## src/rtl/bt_pkg.sv

```systemverilog
package bt_pkg;
  localparam logic [3:0] CMD_IO_RD   = 4'b0010;
  localparam logic [3:0] CMD_IO_WR   = 4'b0011;
  localparam logic [3:0] CMD_MEM_RD  = 4'b0110;
  localparam logic [3:0] CMD_MEM_WR  = 4'b0111;
  localparam logic [3:0] CMD_RD_MULT = 4'b1100;
  localparam logic [3:0] CMD_DUAL    = 4'b1101;
  localparam logic [3:0] CMD_RD_LINE = 4'b1110;
  localparam logic [3:0] CMD_WR_INV  = 4'b1111;

  typedef enum logic [2:0] {ST_IDLE, ST_ADDR2, ST_DEC, ST_DATA, ST_SKIP} tgt_state_e;

  function automatic logic cmd_is_mem(logic [3:0] c);
    return (c == CMD_MEM_RD) || (c == CMD_MEM_WR) || (c == CMD_RD_MULT) ||
           (c == CMD_RD_LINE) || (c == CMD_WR_INV);
  endfunction

  function automatic logic cmd_is_io(logic [3:0] c);
    return (c == CMD_IO_RD) || (c == CMD_IO_WR);
  endfunction

  function automatic logic cmd_is_write(logic [3:0] c);
    return (c == CMD_IO_WR) || (c == CMD_MEM_WR) || (c == CMD_WR_INV);
  endfunction

  // word distance of a word address from a byte-aligned base
  function automatic logic [29:0] word_dist(logic [29:0] w, logic [31:0] base);
    return w - base[31:2];
  endfunction
endpackage

```

## src/rtl/bt_decode.sv

```systemverilog
module bt_decode import bt_pkg::*; #(
  parameter logic [31:0] MEM_BASE  = 32'h0000_1000,
  parameter int          MEM_WORDS = 16,
  parameter logic [31:0] IO_BASE   = 32'h0000_0100,
  parameter int          IO_WORDS  = 4,
  parameter int          OFF_W     = 5
) (
  input  logic [29:0]      word_addr,
  input  logic [31:0]      upper,
  input  logic [3:0]       cmd,
  input  logic             dual,
  output logic             hit,
  output logic             is_io,
  output logic             is_wr,
  output logic [OFF_W-1:0] off
);
  logic [29:0] mem_d, io_d;
  logic        mem_ok, io_ok;

  always_comb begin
    mem_d  = word_dist(word_addr, MEM_BASE);
    io_d   = word_dist(word_addr, IO_BASE);
    mem_ok = cmd_is_mem(cmd) && (mem_d < 30'(MEM_WORDS)) && (upper == '0);
    io_ok  = cmd_is_io(cmd) && (io_d < 30'(IO_WORDS)) && !dual;
    hit    = mem_ok || io_ok;
    is_io  = io_ok;
    is_wr  = cmd_is_write(cmd);
    off    = io_ok ? io_d[OFF_W-1:0] : mem_d[OFF_W-1:0];
  end
endmodule

```

## src/rtl/bt_store.sv

```systemverilog
module bt_store #(
  parameter int DEPTH = 20,
  parameter int IDX_W = 5
) (
  input  logic             clk,
  input  logic             rst_n,
  input  logic             we,
  input  logic [IDX_W-1:0] widx,
  input  logic [31:0]      wdata,
  input  logic [3:0]       wbe,
  input  logic [IDX_W-1:0] ridx,
  output logic [31:0]      rdata
);
  for (genvar g = 0; g < 4; g++) begin : g_lane
    logic [7:0] lane [DEPTH];
    always_ff @(posedge clk or negedge rst_n) begin
      if (!rst_n) begin
        for (int k = 0; k < DEPTH; k++) lane[k] <= '0;
      end else if (we && wbe[g] && (widx < IDX_W'(DEPTH))) begin
        lane[widx] <= wdata[8*g +: 8];
      end
    end
    assign rdata[8*g +: 8] = (ridx < IDX_W'(DEPTH)) ? lane[ridx] : 8'h00;
  end
endmodule

```

## src/rtl/bt_target.sv

```systemverilog
module bt_target import bt_pkg::*; #(
  parameter logic [31:0] MEM_BASE  = 32'h0000_1000,
  parameter int          MEM_WORDS = 16,
  parameter logic [31:0] IO_BASE   = 32'h0000_0100,
  parameter int          IO_WORDS  = 4
) (
  input  logic        clk,
  input  logic        rst_n,
  input  logic        frame_n,
  input  logic        irdy_n,
  input  logic [3:0]  cbe_n,
  input  logic [31:0] ad_i,
  output logic [31:0] ad_o,
  output logic        ad_oe,
  output logic        devsel_n,
  output logic        trdy_n,
  output logic        stop_n,
  input  logic        retry_req,
  input  logic        wait_req
);
  localparam int BIG   = (MEM_WORDS > IO_WORDS) ? MEM_WORDS : IO_WORDS;
  localparam int OFF_W = $clog2(BIG + 1);
  localparam int DEPTH = MEM_WORDS + IO_WORDS;
  localparam int IDX_W = $clog2(DEPTH + 1);

  function automatic logic [IDX_W-1:0] flat_idx(logic io, logic [OFF_W-1:0] o);
    return io ? IDX_W'(MEM_WORDS) + IDX_W'(o) : IDX_W'(o);
  endfunction

  tgt_state_e       state;
  logic [29:0]      lat_word;
  logic [31:0]      lat_upper;
  logic [3:0]       lat_cmd;
  logic             lat_dual;
  logic [OFF_W-1:0] cur_off;
  logic             cur_io, cur_wr;

  // named events for the checker
  logic             addr_ph, in_dec, beat_ev, done_ev, cut_ev, at_edge;
  logic             dec_hit, dec_io, dec_wr;
  logic [OFF_W-1:0] dec_off, off_nx;
  logic [IDX_W-1:0] rd_idx;
  logic [31:0]      rdata;

  bt_decode #(.MEM_BASE(MEM_BASE), .MEM_WORDS(MEM_WORDS), .IO_BASE(IO_BASE),
              .IO_WORDS(IO_WORDS), .OFF_W(OFF_W)) u_dec (
    .word_addr(lat_word), .upper(lat_upper), .cmd(lat_cmd), .dual(lat_dual),
    .hit(dec_hit), .is_io(dec_io), .is_wr(dec_wr), .off(dec_off));

  always_comb begin
    addr_ph = (state == ST_IDLE) && !frame_n && irdy_n;
    in_dec  = (state == ST_DEC);
    beat_ev = (state == ST_DATA) && !irdy_n && !trdy_n;
    done_ev = (state == ST_DATA) && frame_n && !irdy_n && (!trdy_n || !stop_n);
    off_nx  = cur_off + OFF_W'(beat_ev);
    at_edge = off_nx == (cur_io ? OFF_W'(IO_WORDS) : OFF_W'(MEM_WORDS));
    cut_ev  = beat_ev && !frame_n && (cur_io || at_edge);
    rd_idx  = in_dec ? flat_idx(dec_io, dec_off) : flat_idx(cur_io, off_nx);
  end

  bt_store #(.DEPTH(DEPTH), .IDX_W(IDX_W)) u_store (
    .clk(clk), .rst_n(rst_n), .we(beat_ev && cur_wr),
    .widx(flat_idx(cur_io, cur_off)), .wdata(ad_i), .wbe(~cbe_n),
    .ridx(rd_idx), .rdata(rdata));

  always_ff @(posedge clk or negedge rst_n) begin
    if (!rst_n) begin
      state     <= ST_IDLE;
      lat_word  <= '0;
      lat_upper <= '0;
      lat_cmd   <= '0;
      lat_dual  <= 1'b0;
      cur_off   <= '0;
      cur_io    <= 1'b0;
      cur_wr    <= 1'b0;
      devsel_n  <= 1'b1;
      trdy_n    <= 1'b1;
      stop_n    <= 1'b1;
      ad_oe     <= 1'b0;
      ad_o      <= '0;
    end else begin
      unique case (state)
        ST_IDLE: if (addr_ph) begin
          lat_word  <= ad_i[31:2];
          lat_cmd   <= cbe_n;
          lat_upper <= '0;
          lat_dual  <= (cbe_n == CMD_DUAL);
          state     <= (cbe_n == CMD_DUAL) ? ST_ADDR2 : ST_DEC;
        end
        ST_ADDR2: begin
          lat_upper <= ad_i;
          lat_cmd   <= cbe_n;
          state     <= ST_DEC;
        end
        ST_DEC: begin
          if (dec_hit) begin
            state    <= ST_DATA;
            cur_off  <= dec_off;
            cur_io   <= dec_io;
            cur_wr   <= dec_wr;
            devsel_n <= 1'b0;
            stop_n   <= !retry_req;
            trdy_n   <= retry_req || wait_req;
            ad_oe    <= !dec_wr;
            ad_o     <= rdata;
          end else begin
            state <= ST_SKIP;
          end
        end
        ST_DATA: begin
          if (done_ev) begin
            state    <= ST_IDLE;
            devsel_n <= 1'b1;
            trdy_n   <= 1'b1;
            stop_n   <= 1'b1;
            ad_oe    <= 1'b0;
          end else begin
            cur_off <= off_nx;
            ad_o    <= rdata;
            if (!stop_n || cut_ev) begin
              stop_n <= 1'b0;
              trdy_n <= 1'b1;
            end else if (!trdy_n && !beat_ev) begin
              trdy_n <= 1'b0;
            end else begin
              trdy_n <= wait_req;
            end
          end
        end
        ST_SKIP: if (frame_n && irdy_n) state <= ST_IDLE;
        default: state <= ST_IDLE;
      endcase
    end
  end
endmodule

```

## config.mk

```make
export PLATFORM = sky130hd
export DESIGN_NAME = bt_target
export DESIGN_NICKNAME = d
export VERILOG_FILES = /design/src/rtl/bt_pkg.sv /design/src/rtl/bt_decode.sv /design/src/rtl/bt_store.sv /design/src/rtl/bt_target.sv
export SDC_FILE = /design/constraint.sdc
export NUM_CORES = 1
export LEC_CHECK = 0
export ABC_AREA = 0
export BUFFER_PORTS_ARGS = -buffer_cell sky130_fd_sc_hd__buf_2
export CAP_MARGIN = 0
export CORE_MARGIN = 8
export CORE_UTILIZATION = 35
export DETAILED_ROUTE_END_ITERATION = 12
export GPL_TIMING_DRIVEN = 0
export PLACE_DENSITY_LB_ADDON = 0.05
export SYNTH_ARGS = -nofsm -noshare
export SYNTH_HDL_FRONTEND = slang
export SYNTH_SLANG_ARGS = --single-unit
```

## constraint.sdc

```tcl
create_clock -name clk -period 3.4 [get_ports clk]
set_clock_uncertainty 0.15 [all_clocks]
set_input_delay 0.34 -clock clk [delete_from_list [all_inputs] [get_ports clk]]
set_output_delay 0.34 -clock clk [all_outputs]
set_load 0.03 [all_outputs]
```

==> reports/results.ini, run 1 <==
[outcome]
outcome=finished, final reports clean

[floorplanning]
dieHeight_microns=336
rows=117
initial_utilization=0.352
io_pins=78
core_sq_um=102000
dieArea_sq_um=113000
die_width_microns=336

[drt]
ant_nets=0
post_drt_wl_per_cell_microns=28.2
via_per_inst=5.41
wirelength_microns=127000
remaining_drc_errors=0
dr.first_iter.drc_count=1714
dr.pass1.iters=5
via_count=24370

[cells_and_area]
final_cell_mix=dfrtp_1, mux2_2, nand2_1
final_area_sq_um=43000
drive_gt1_frac=0.400
syn_to_final_growth_pct=20.0
fin_cells=4501
final_common_cell=dfrtp_1
final_net_count=3105

[synth]
synth_cell_type_count=72
ys_seq_elements=753
syn_area_per_cell_sq_um=12.7
synth_edf_count=0
synth_nets=2860
synth_top_area_share=0.523
ys_seq_area_frac=0.526
synthCells=2816
synth_area_leader_cell=dfrtp_1
ys.flop_type=dfrtp_1
synth_warnings=0
synth_area_sq_um=35900
synthArstFlopShare=1.00
synth_area_leaders=dfrtp_1, mux2_2, mux2i_1

[pwr]
ir_worst_vdd_mv=0.360
powerDensity_nw_per_um2=708
pwr-share-seq=0.323
p_leak_uw=0.0194
p_sw_uw=11200
power.share.clock=0.325
switching_share=0.367
internal_power_uw=19300
comb_power_share=0.352

[worst_setup_path]
critPathKind=flip-flop to flip-flop
path_buf_inv=6
rr_worst_depth=13
path_max_fanout=10
cp.required_ns=3.75
reg2reg_slack_ns=0.03
cpPeakStageDelay_ns=0.76
crit_path_end_kind=flip-flop
worstPathArrival_ns=3.72
crit_chain=buf_4 -> buf_6 -> nor3b_2 -> o21ai_2 -> buf_6 -> buf_12 -> buf_12 -> buf_16 -> mux2i_2 -> mux2i_1 -> mux2_4 -> o221ai_4 -> a31oi_1
start_kind=flip-flop
r2r-start=state[2]
crit_family=buffers and inverters
crit_path_top_delay_cell=nor3b_2
reg2reg_to=ad_o[1]

[sta]
worst_slack_ns=0.0346
hold_slack_ns=0.0661
fin_crit_ns=3.37
drv_slew=0
tightestPinTransition_ns=1.03
timing.fmax_mhz=297
rsz0062_at_grt=true
finalCritPeriodShare=0.990
finalSetupViolCount=0
finalHoldViolCount=0
maxSlewHeadroom=0.315

[global_routing]
track_usage=0.224
grt_pass1_vias=25872
grt_max_degree=126
antenna_found_initial=7
gr-total-overflow=0
grt_pass1_wl_microns=185000

[place]
place_area_sq_um=38100
hpwl_microns=88400
globalplace.congestion=0.861
dp_cells=4267
dp_slack_ns=-1.67
place.port_buffers=77

[worst_hold_path]
min_from=irdy_n
min_to=state[2]
hold_class=input port to flip-flop
hold_depth=5

[clock_network]
cts_inserted_buffers=91
cts_root_buffer=clkbuf_16
tritoncts=built
clk_path_buf_depth=3
clk_pin_slew_worst_paths_ns=0.06
htreeDepth=3
clock_sinks=753
insertion_delay_ns=0.67

[flow_run]
drv_cap=0

state kept, by name (all words and copies together), names as in the netlist:
name / cells
u_store.g_lane.lane: 640
ad_o: 32
lat_upper: 32
lat_word: 30
cur_off: 5
lat_cmd: 4
state: 3
ad_oe: 1
cur_io: 1
cur_wr: 1
devsel_n: 1
lat_dual: 1
stop_n: 1
trdy_n: 1
how the worst max path moves through the flow:
stage	cells past startpoint	slack [ns]	startpoint	end
floorplan	14	0.28	state[2]	ad_o[11]
global placement	1	-14.33	rst_n	u_store.g_lane[1].lane[14]
detailed placement	13	-1.67	state[2]	ad_o[31]
CTS	13	-0.01	state[2]	ad_o[0]
global route	15	-0.04	state[2]	ad_o[7]
finish	13	0.03	state[2]	ad_o[1]
Yosys cell counts (11+ instances only):
cell type,count
dfrtp_1,750
mux2_2,678
nand2_1,408
mux2i_1,222
clkbuf_1,120
nor2_4,80
nand4_1,69
buf_2,51
a21oi_1,46
o21ai_0,45
a31oi_1,35
a32oi_1,32
mux4_2,32
o221ai_1,30
buf_4,24
a31o_2,16
nor2_1,16
a31o_1,15
nand3_1,15
nor3_1,11
timing repair:
action	in CTS	in global routing
hold endpoints to repair	133	0
setup endpoints to repair	347	60
gates cloned	4	0
setup buffers	23	2
resized for setup	232	25
hold buffers	40	0
pin swaps	18	7
worst reg2reg max path, delay by kind of cell, from the launching register on:
kind            cells  cell delay (ns)
flops               1             0.37
buf+inv             6             0.90
compound gates      3             0.47
simple gates        1             0.76
mux                 3             0.56
metal layers:
layer	track usage	vias up	part of all wire
met5	0	-	0
met4	0.0667	0	0.031
met3	0.0314	180	0.046
met2	0.366	596	0.47
met1	0.309	12902	0.45
li1	-	10692	-
power groups by stage:
stage | clock (uW) | sequential [uW] | combinational, uW
after detailed placement | 0 | 9990 | 8950
after global routing | 10500 | 9900 | 11200
after global placement | 0 | 9980 | 8900
final | 9900 | 9840 | 10700
after CTS | 10200 | 9840 | 10700
after floorplan | 0 | 10200 | 4830
cell type report:
cell class                 instances  area (sq um)
antenna                            6          15.0
buffer                           206          1440
clock buffer                     135          2680
clock inverter                    24           340
fill                            9444         58700
inverter                           7          26.3
multi-input combinational       1850         16600
sequential                       753         18800
tap                             1368          1710
timing repair buffer             152          1370
metrics by stage:
stage                     setup TNS [ns]   util  power [uW]
final                                  0  0.423       30500
after detailed placement          -64.89  0.375       18900
after global placement                 -  0.373       18900
after CTS                        -0.0363  0.422       30700
after floorplan                        0      -       15000
after global routing              -0.343  0.423       31600
cell families (layout without fill, tap and decap cells):
| group | after synthesis | after routing | synth area share |
|---|---|---|---|
| mux | 936 | 936 | 0.297 |
| flops | 753 | 753 | 0.526 |
| simple gates | 655 | 655 | 0.0971 |
| compound gates | 252 | 252 | 0.0503 |
| buf+inv | 213 | 524 | 0.0283 |
| xor+xnor | 5 | 5 | 0.00122 |
| fa+ha+maj | 2 | 2 | 0.000698 |
| other cells | 0 | 6 | 0 |
Power figures use the tool's default switching activity.
==> inputs of run 2 (changes only) <==
==> constraint.sdc (replaced) <==
create_clock -name clk -period 4.05 [get_ports clk]
set_clock_uncertainty 0.15 [all_clocks]
set_input_delay 0.6075 -clock clk [delete_from_list [all_inputs] [get_ports clk]]
set_output_delay 0.6075 -clock clk [all_outputs]
set_load 0.03 [all_outputs]
==> run 2 against run 1 <==
Effect of this change: die area did not move; largest cell class unchanged; clock power is 16% lower; routed wire length shrank 1.0%; sequential power is 16% lower; combinational power decreased by 26%; non-clock buffer count decreased by 61; design area is 3.3% lower; register-to-register slack got worse by 0.02 ns; hold slack better by 0.024 ns; critical endpoint is now ad_o[23]; global-route usage down 0.26 points; sequential cell count did not move; sequential share of layout area is 1.5 points higher.
==> reports/results.ini, run 2 (synthesis gave the netlist of run 1 again) <==
[global_routing]
track_usage=0.221  ; -0.00261
met3_usage=0.0287  ; -0.00265
grtUsageMet1=0.308  ; -0.000403
grt_pass1_wl_microns=183000  ; -1.2%
gr-total-overflow=0  ; unchanged
grt_max_degree=126  ; unchanged
antenna_found_initial=6  ; -1
grt.busiest_layer=met2
grt_pass1_vias=25465  ; -1.6%
met2_usage=0.357  ; -0.00929

[cells_and_area]
final_area_sq_um=41600  ; -3.3%
area.sequential_sq_um=18800  ; unchanged
syn_to_final_growth_pct=16.0
fillers=9550  ; +1.1%
drive_gt1_frac=0.386  ; -0.0139
final_common_cell=dfrtp_1
regMostFlops=u_store.g_lane.lane
multi_input_area_sq_um=16200  ; -2.5%
final_cell_mix=dfrtp_1, mux2_2, nand2_1
final_net_count=3044  ; -2.0%
largest_register_ffs=640  ; unchanged
reg_top3=u_store.g_lane.lane x640, ad_o x32, lat_upper x32

[worst_setup_path]
rr_worst_depth=9  ; -4
reg2reg_to=ad_o[23]
reg2reg_slack_ns=0.02  ; -0.02 ns
r2r-start=state[2]
cp.required_ns=4.47  ; +0.72 ns
start_kind=flip-flop
path_max_fanout=10  ; unchanged
worstPathArrival_ns=4.46  ; +0.74 ns
crit_path_end_kind=flip-flop
critPathKind=flip-flop to flip-flop

[clock_network]
tritoncts=built
cts_root_buffer=clkbuf_16
clock_sinks=753  ; unchanged
insertion_delay_ns=0.66  ; about the same
clk_pin_slew_worst_paths_ns=0.06  ; about the same
htreeDepth=3  ; unchanged
cts_inserted_buffers=91  ; unchanged
clk_path_buf_depth=3  ; unchanged

[floorplanning]
initial_utilization=0.352  ; unchanged
dieHeight_microns=336  ; unchanged
rows=117  ; unchanged
core_sq_um=102000  ; unchanged
dieArea_sq_um=113000  ; unchanged
io_pins=78  ; unchanged
die_width_microns=336  ; unchanged

[drt]
via_count=24105  ; -1.1%
remaining_drc_errors=0  ; unchanged
dr.first_iter.drc_count=1720  ; +0.35%
via_per_inst=5.43  ; +0.32%
wirelength_microns=126000  ; -1.0%
dr.pass1.iters=5  ; unchanged
post_drt_wl_per_cell_microns=28.3  ; +0.39%
ant_nets=0  ; unchanged

[sta]
finalCritPeriodShare=0.996  ; +0.00620
timing.fmax_mhz=248  ; -17%
rsz0062_at_grt=true
fin_setup_tns_ns=0  ; unchanged
finalHoldViolCount=0  ; unchanged
drv_slew=0  ; unchanged
maxSlewHeadroom=0.0754  ; -0.239
tightestPinTransition_ns=1.39  ; +0.359 ns
finalSetupViolCount=0  ; unchanged
fin_crit_ns=4.03  ; +0.668 ns

[worst_hold_path]
min_to=u_store.g_lane[3].lane[150]
min_from=ad_i[30]
hold_depth=2  ; -3
hold_class=input port to flip-flop

[flow_run]
drv_cap=0  ; unchanged

[place]
globalplace.congestion=0.861  ; unchanged
hpwl_microns=88400  ; unchanged
place_area_sq_um=38100  ; unchanged
place.port_buffers=77  ; unchanged

[pwr]
p_leak_uw=0.0190  ; -2.4%
powerDensity_nw_per_um2=589  ; -17%
ir_worst_vdd_mv=0.290  ; -19%

[outcome]
outcome=finished, final reports clean

[run 2: how the worst max path moves through the flow]
stage / cells past startpoint / startpoint / slack (ns) / endpoint
global placement: 1 / rst_n / -13.95 / u_store.g_lane[1].lane[14]
detailed placement: 13 / state[2] / -1.02 / ad_o[31]
finish: 9 / state[2] / 0.02 / ad_o[23]
CTS: 15 / state[2] / 0.002 / ad_o[5]
global route: 13 / state[2] / -0.03 / ad_o[18]
floorplan: 14 / state[2] / 0.93 / ad_o[11]
[run 2: per-stage QoR]
stage | hold slack (ns) | util | setup WS [ns] | power (uW) | cells
global placement | 0.320 | 0.373 | -13.95 | 15900 | 4261
CTS | 0.0356 | 0.407 | 0.00191 | 24600 | 4431
floorplan | 0.162 | - | 0.934 | 12600 | 2816
detailed placement | 0.323 | 0.375 | -1.02 | 15900 | 4267
global route | 0.0491 | 0.409 | -0.0336 | 25400 | 4434
finish | 0.0896 | 0.409 | 0.0162 | 24500 | 4438
[run 2: power breakdown]
group          switching [uW]  internal (uW)  leakage, uW  total [uW]
registers                 359           7890       0.0104        8250
clock network            3270           5050      0.00147        8320
logic                    5410           2520      0.00705        7930
[run 2: timing repair]
action	4_1_cts	5_1_grt
resized for setup	65	49
endpoints found under the hold margin	63	0
setup buffers	5	3
pin swaps	1	3
hold buffers	1	0
endpoints found under the setup margin	32	32
[run 2: layout make-up]
type | instances | share of cell area
flip-flops and latches | 753 | 0.453
multi-input cells | 1850 | 0.389
clock buffers | 135 | 0.0643
well taps | 1368 | 0.0411
plain buffers | 205 | 0.0280
repair buffers | 92 | 0.0155
clock inverters | 24 | 0.00818
inverters | 7 | 0.000631
diodes | 4 | 0.000241
[run 2: critical path: stages, from the launching register on]
cell	delay, ns
dfrtp_1	0.38
and2b_4	0.32
nand2_2	0.14
nor3_4	0.32
ha_1	0.34
mux2i_1	0.47
buf_2	0.45
clkdlybuf4s15_1	0.75
o221ai_1	0.38
a31oi_1	0.24
[run 2: routing by layer]
layer  routed length [microns]  vias to the layer above
met3                      5890                      186
met2                     58900                      629
met4                      4360                        0
li1                          -                    10548
met5                         0                        -
met1                     56600                    12742
==> inputs of run 3 (changes only) <==
==> constraint.sdc (replaced) <==
create_clock -name clk -period 4.2 [get_ports clk]
set_clock_uncertainty 0.15 [all_clocks]
set_input_delay 0.63 -clock clk [delete_from_list [all_inputs] [get_ports clk]]
set_output_delay 0.63 -clock clk [all_outputs]
set_load 0.03 [all_outputs]
==> run 3 against run 2 <==
Effect of this change: utilization down 0.19 points; clock-buffer cell count did not move; sequential share of layout area up 0.21 points; first-iteration DRC count fell by 4.1%; non-clock buffer count shrank 3; die area stayed put; worst setup slack gained 0.12 ns; critical path depth rose by 4; sequential power down 3.5%; total power shrank 4.4%; largest power group unchanged.
==> reports/results.ini, run 3 (synthesis gave the netlist of run 1 again) <==
[outcome]
outcome=finished, final reports clean

[drt]
wl_met1_microns=56700  ; +0.17%
via_count=24105  ; unchanged
wl_met3_microns=5880  ; -0.19%
remaining_drc_errors=0  ; unchanged
wl_met2_microns=58800  ; -0.16%
via_per_inst=5.43  ; about the same
ant_nets=0  ; unchanged
post_drt_wl_per_cell_microns=28.3  ; about the same
dr.first_iter.drc_count=1649  ; -4.1%
dr.pass1.iters=5  ; unchanged
wirelength_microns=126000  ; -0.13%
top_layer=met4

[cells_and_area]
final_net_count=3041  ; -0.099%
multi_input_area_sq_um=16100  ; -0.46%
largest_register_ffs=640  ; unchanged
final_area_sq_um=41400  ; -0.46%
drive_gt1_frac=0.381  ; -0.00452
reg_top3=u_store.g_lane.lane x640, ad_o x32, lat_upper x32
fillers=9574  ; +0.25%
syn_to_final_growth_pct=15.5
regMostFlops=u_store.g_lane.lane
final_cell_mix=dfrtp_1, mux2_2, nand2_1
area.sequential_sq_um=18800  ; unchanged
final_common_cell=dfrtp_1

[sta]
maxSlewHeadroom=0.0434  ; -0.0320
hold_slack_ns=0.102  ; +0.0123 ns
timing.fmax_mhz=246  ; -0.70%
finalHoldViolCount=0  ; unchanged
fin_crit_ns=4.06  ; +0.0284 ns
drv_slew=0  ; unchanged
tightestPinTransition_ns=1.43  ; +0.0479 ns
finalSetupViolCount=0  ; unchanged
finalCritPeriodShare=0.967  ; -0.0288
rsz0062_at_grt=false

[place]
place.port_buffers=77  ; unchanged
hpwl_microns=88400  ; unchanged
globalplace.congestion=0.861  ; unchanged
place_area_sq_um=38100  ; unchanged

[global_routing]
grt_pass1_vias=25486  ; +0.082%
gr-total-overflow=0  ; unchanged
antenna_found_initial=8  ; +2
grt_max_degree=126  ; unchanged
track_usage=0.221  ; about the same
grt_pass1_wl_microns=183000  ; about the same

[floorplanning]
die_width_microns=336  ; unchanged
dieArea_sq_um=113000  ; unchanged
core_sq_um=102000  ; unchanged
rows=117  ; unchanged
initial_utilization=0.352  ; unchanged
io_pins=78  ; unchanged
dieHeight_microns=336  ; unchanged

[flow_run]
drv_cap=0  ; unchanged

[clock_network]
tritoncts=built
clk_pin_slew_worst_paths_ns=0.06  ; about the same
htreeDepth=3  ; unchanged
clk_path_buf_depth=3  ; unchanged
clock_sinks=753  ; unchanged
insertion_delay_ns=0.67  ; about the same
cts_inserted_buffers=91  ; unchanged
cts_root_buffer=clkbuf_16

[worst_setup_path]
crit_path_top_delay_cell=clkbuf_1
crit_chain=and2b_2 -> nand2_2 -> nor3_4 -> ha_1 -> ha_1 -> xor2_1 -> mux2i_4 -> buf_6 -> clkbuf_1 -> nand4_1 -> a31o_2 -> o221ai_1 -> a31oi_1
reg2reg_to=ad_o[27]
crit_path_end_kind=flip-flop
cpPeakStageDelay_ns=0.57  ; -0.18 ns
reg2reg_slack_ns=0.14  ; +0.12 ns
rr_worst_depth=13  ; +4
critPathKind=flip-flop to flip-flop
worstPathArrival_ns=4.44  ; -0.02 ns
cpMostUsedCell=ha_1
start_kind=flip-flop
path_max_fanout=10  ; unchanged
cp.required_ns=4.58  ; +0.11 ns
r2r-start=state[2]

[pwr]
internal_power_uw=14800  ; -4.5%
p_leak_uw=0.0189  ; -0.32%
p_sw_uw=8650  ; -4.3%
pwr-share-seq=0.340  ; +0.003
comb_power_share=0.318  ; -0.006
switching_share=0.369  ; +0.000446
power.share.clock=0.342  ; +0.003
ir_worst_vdd_mv=0.277  ; -4.5%
powerDensity_nw_per_um2=565  ; -4.0%

[worst_hold_path]
min_from=ad_i[26]
min_to=u_store.g_lane[3].lane[146]
hold_depth=2  ; unchanged
hold_class=input port to flip-flop

[run 3: cell count changes in the layout (fill, tap and decap cells not counted), sizes merged]
cell,change
buf,-3
diode,+1
clkdlybuf4s15,-1
clkbuf,+1
[run 3: worst max-delay path: cells and delay by family, from the launching register on]
| kind | cells | cell delay [ns] |
|---|---|---|
| xor+xnor | 1 | 0.16 |
| fa+ha+maj | 2 | 0.56 |
| simple gates | 4 | 0.95 |
| flops | 1 | 0.38 |
| buf+inv | 2 | 0.84 |
| compound gates | 3 | 0.60 |
| mux | 1 | 0.29 |
[run 3: cell type report]
class | count | share of cell area
plain buffers | 205 | 0.0258
diodes | 5 | 0.000302
flip-flops and latches | 753 | 0.455
clock inverters | 24 | 0.00822
well taps | 1368 | 0.0413
multi-input cells | 1850 | 0.389
clock buffers | 135 | 0.0646
inverters | 7 | 0.000634
repair buffers | 89 | 0.0150
[run 3: worst max path at each step]
stage / start / endpoint / slack (ns)
after CTS: state[2] / ad_o[1] / -0.007
after floorplan: state[2] / ad_o[11] / 1.08
after detailed placement: state[2] / ad_o[31] / -0.87
after global placement: rst_n / u_store.g_lane[1].lane[14] / -13.82
final: state[2] / ad_o[27] / 0.14
after global routing: state[2] / ad_o[17] / 0.001
[run 3: power groups by stage]
stage / clock network [uW] / registers [uW] / logic, uW
6_report: 8010 / 7960 / 7450
4_1_cts: 8220 / 7960 / 7450
3_5_place_dp: 0 / 8080 / 7240
5_1_grt: 8520 / 8000 / 7770
3_3_place_gp: 0 / 8080 / 7210
2_1_floorplan: 0 / 8230 / 3910
[run 3: through the flow]
step                      power (uW)  instances  worst slack (ns)  TNS (ns)  utilization
after global placement         15300       4261            -13.82         -        0.373
after floorplan                12100       2816              1.08         0            -
final                          23400       4436             0.138         0        0.407
after detailed placement       15300       4267            -0.865    -23.61        0.375
after CTS                      23600       4432          -0.00670  -0.00670        0.407
after global routing           24300       4431           0.00116         0        0.407
[run 3: routing by layer]
layer,global-route usage,vias to the layer above
li1,-,10548
met1,0.308,12718
met2,0.357,651
met3,0.0290,188
met4,0.0726,0
met5,0,-
[run 3: timing repair]
item | in CTS | in global routing
setup endpoints to repair | 32 | 32
resized for setup | 50 | 15
hold endpoints to repair | 63 | 0
setup buffers | 5 | 0
pin swaps | 1 | 0
hold buffers | 1 | 0
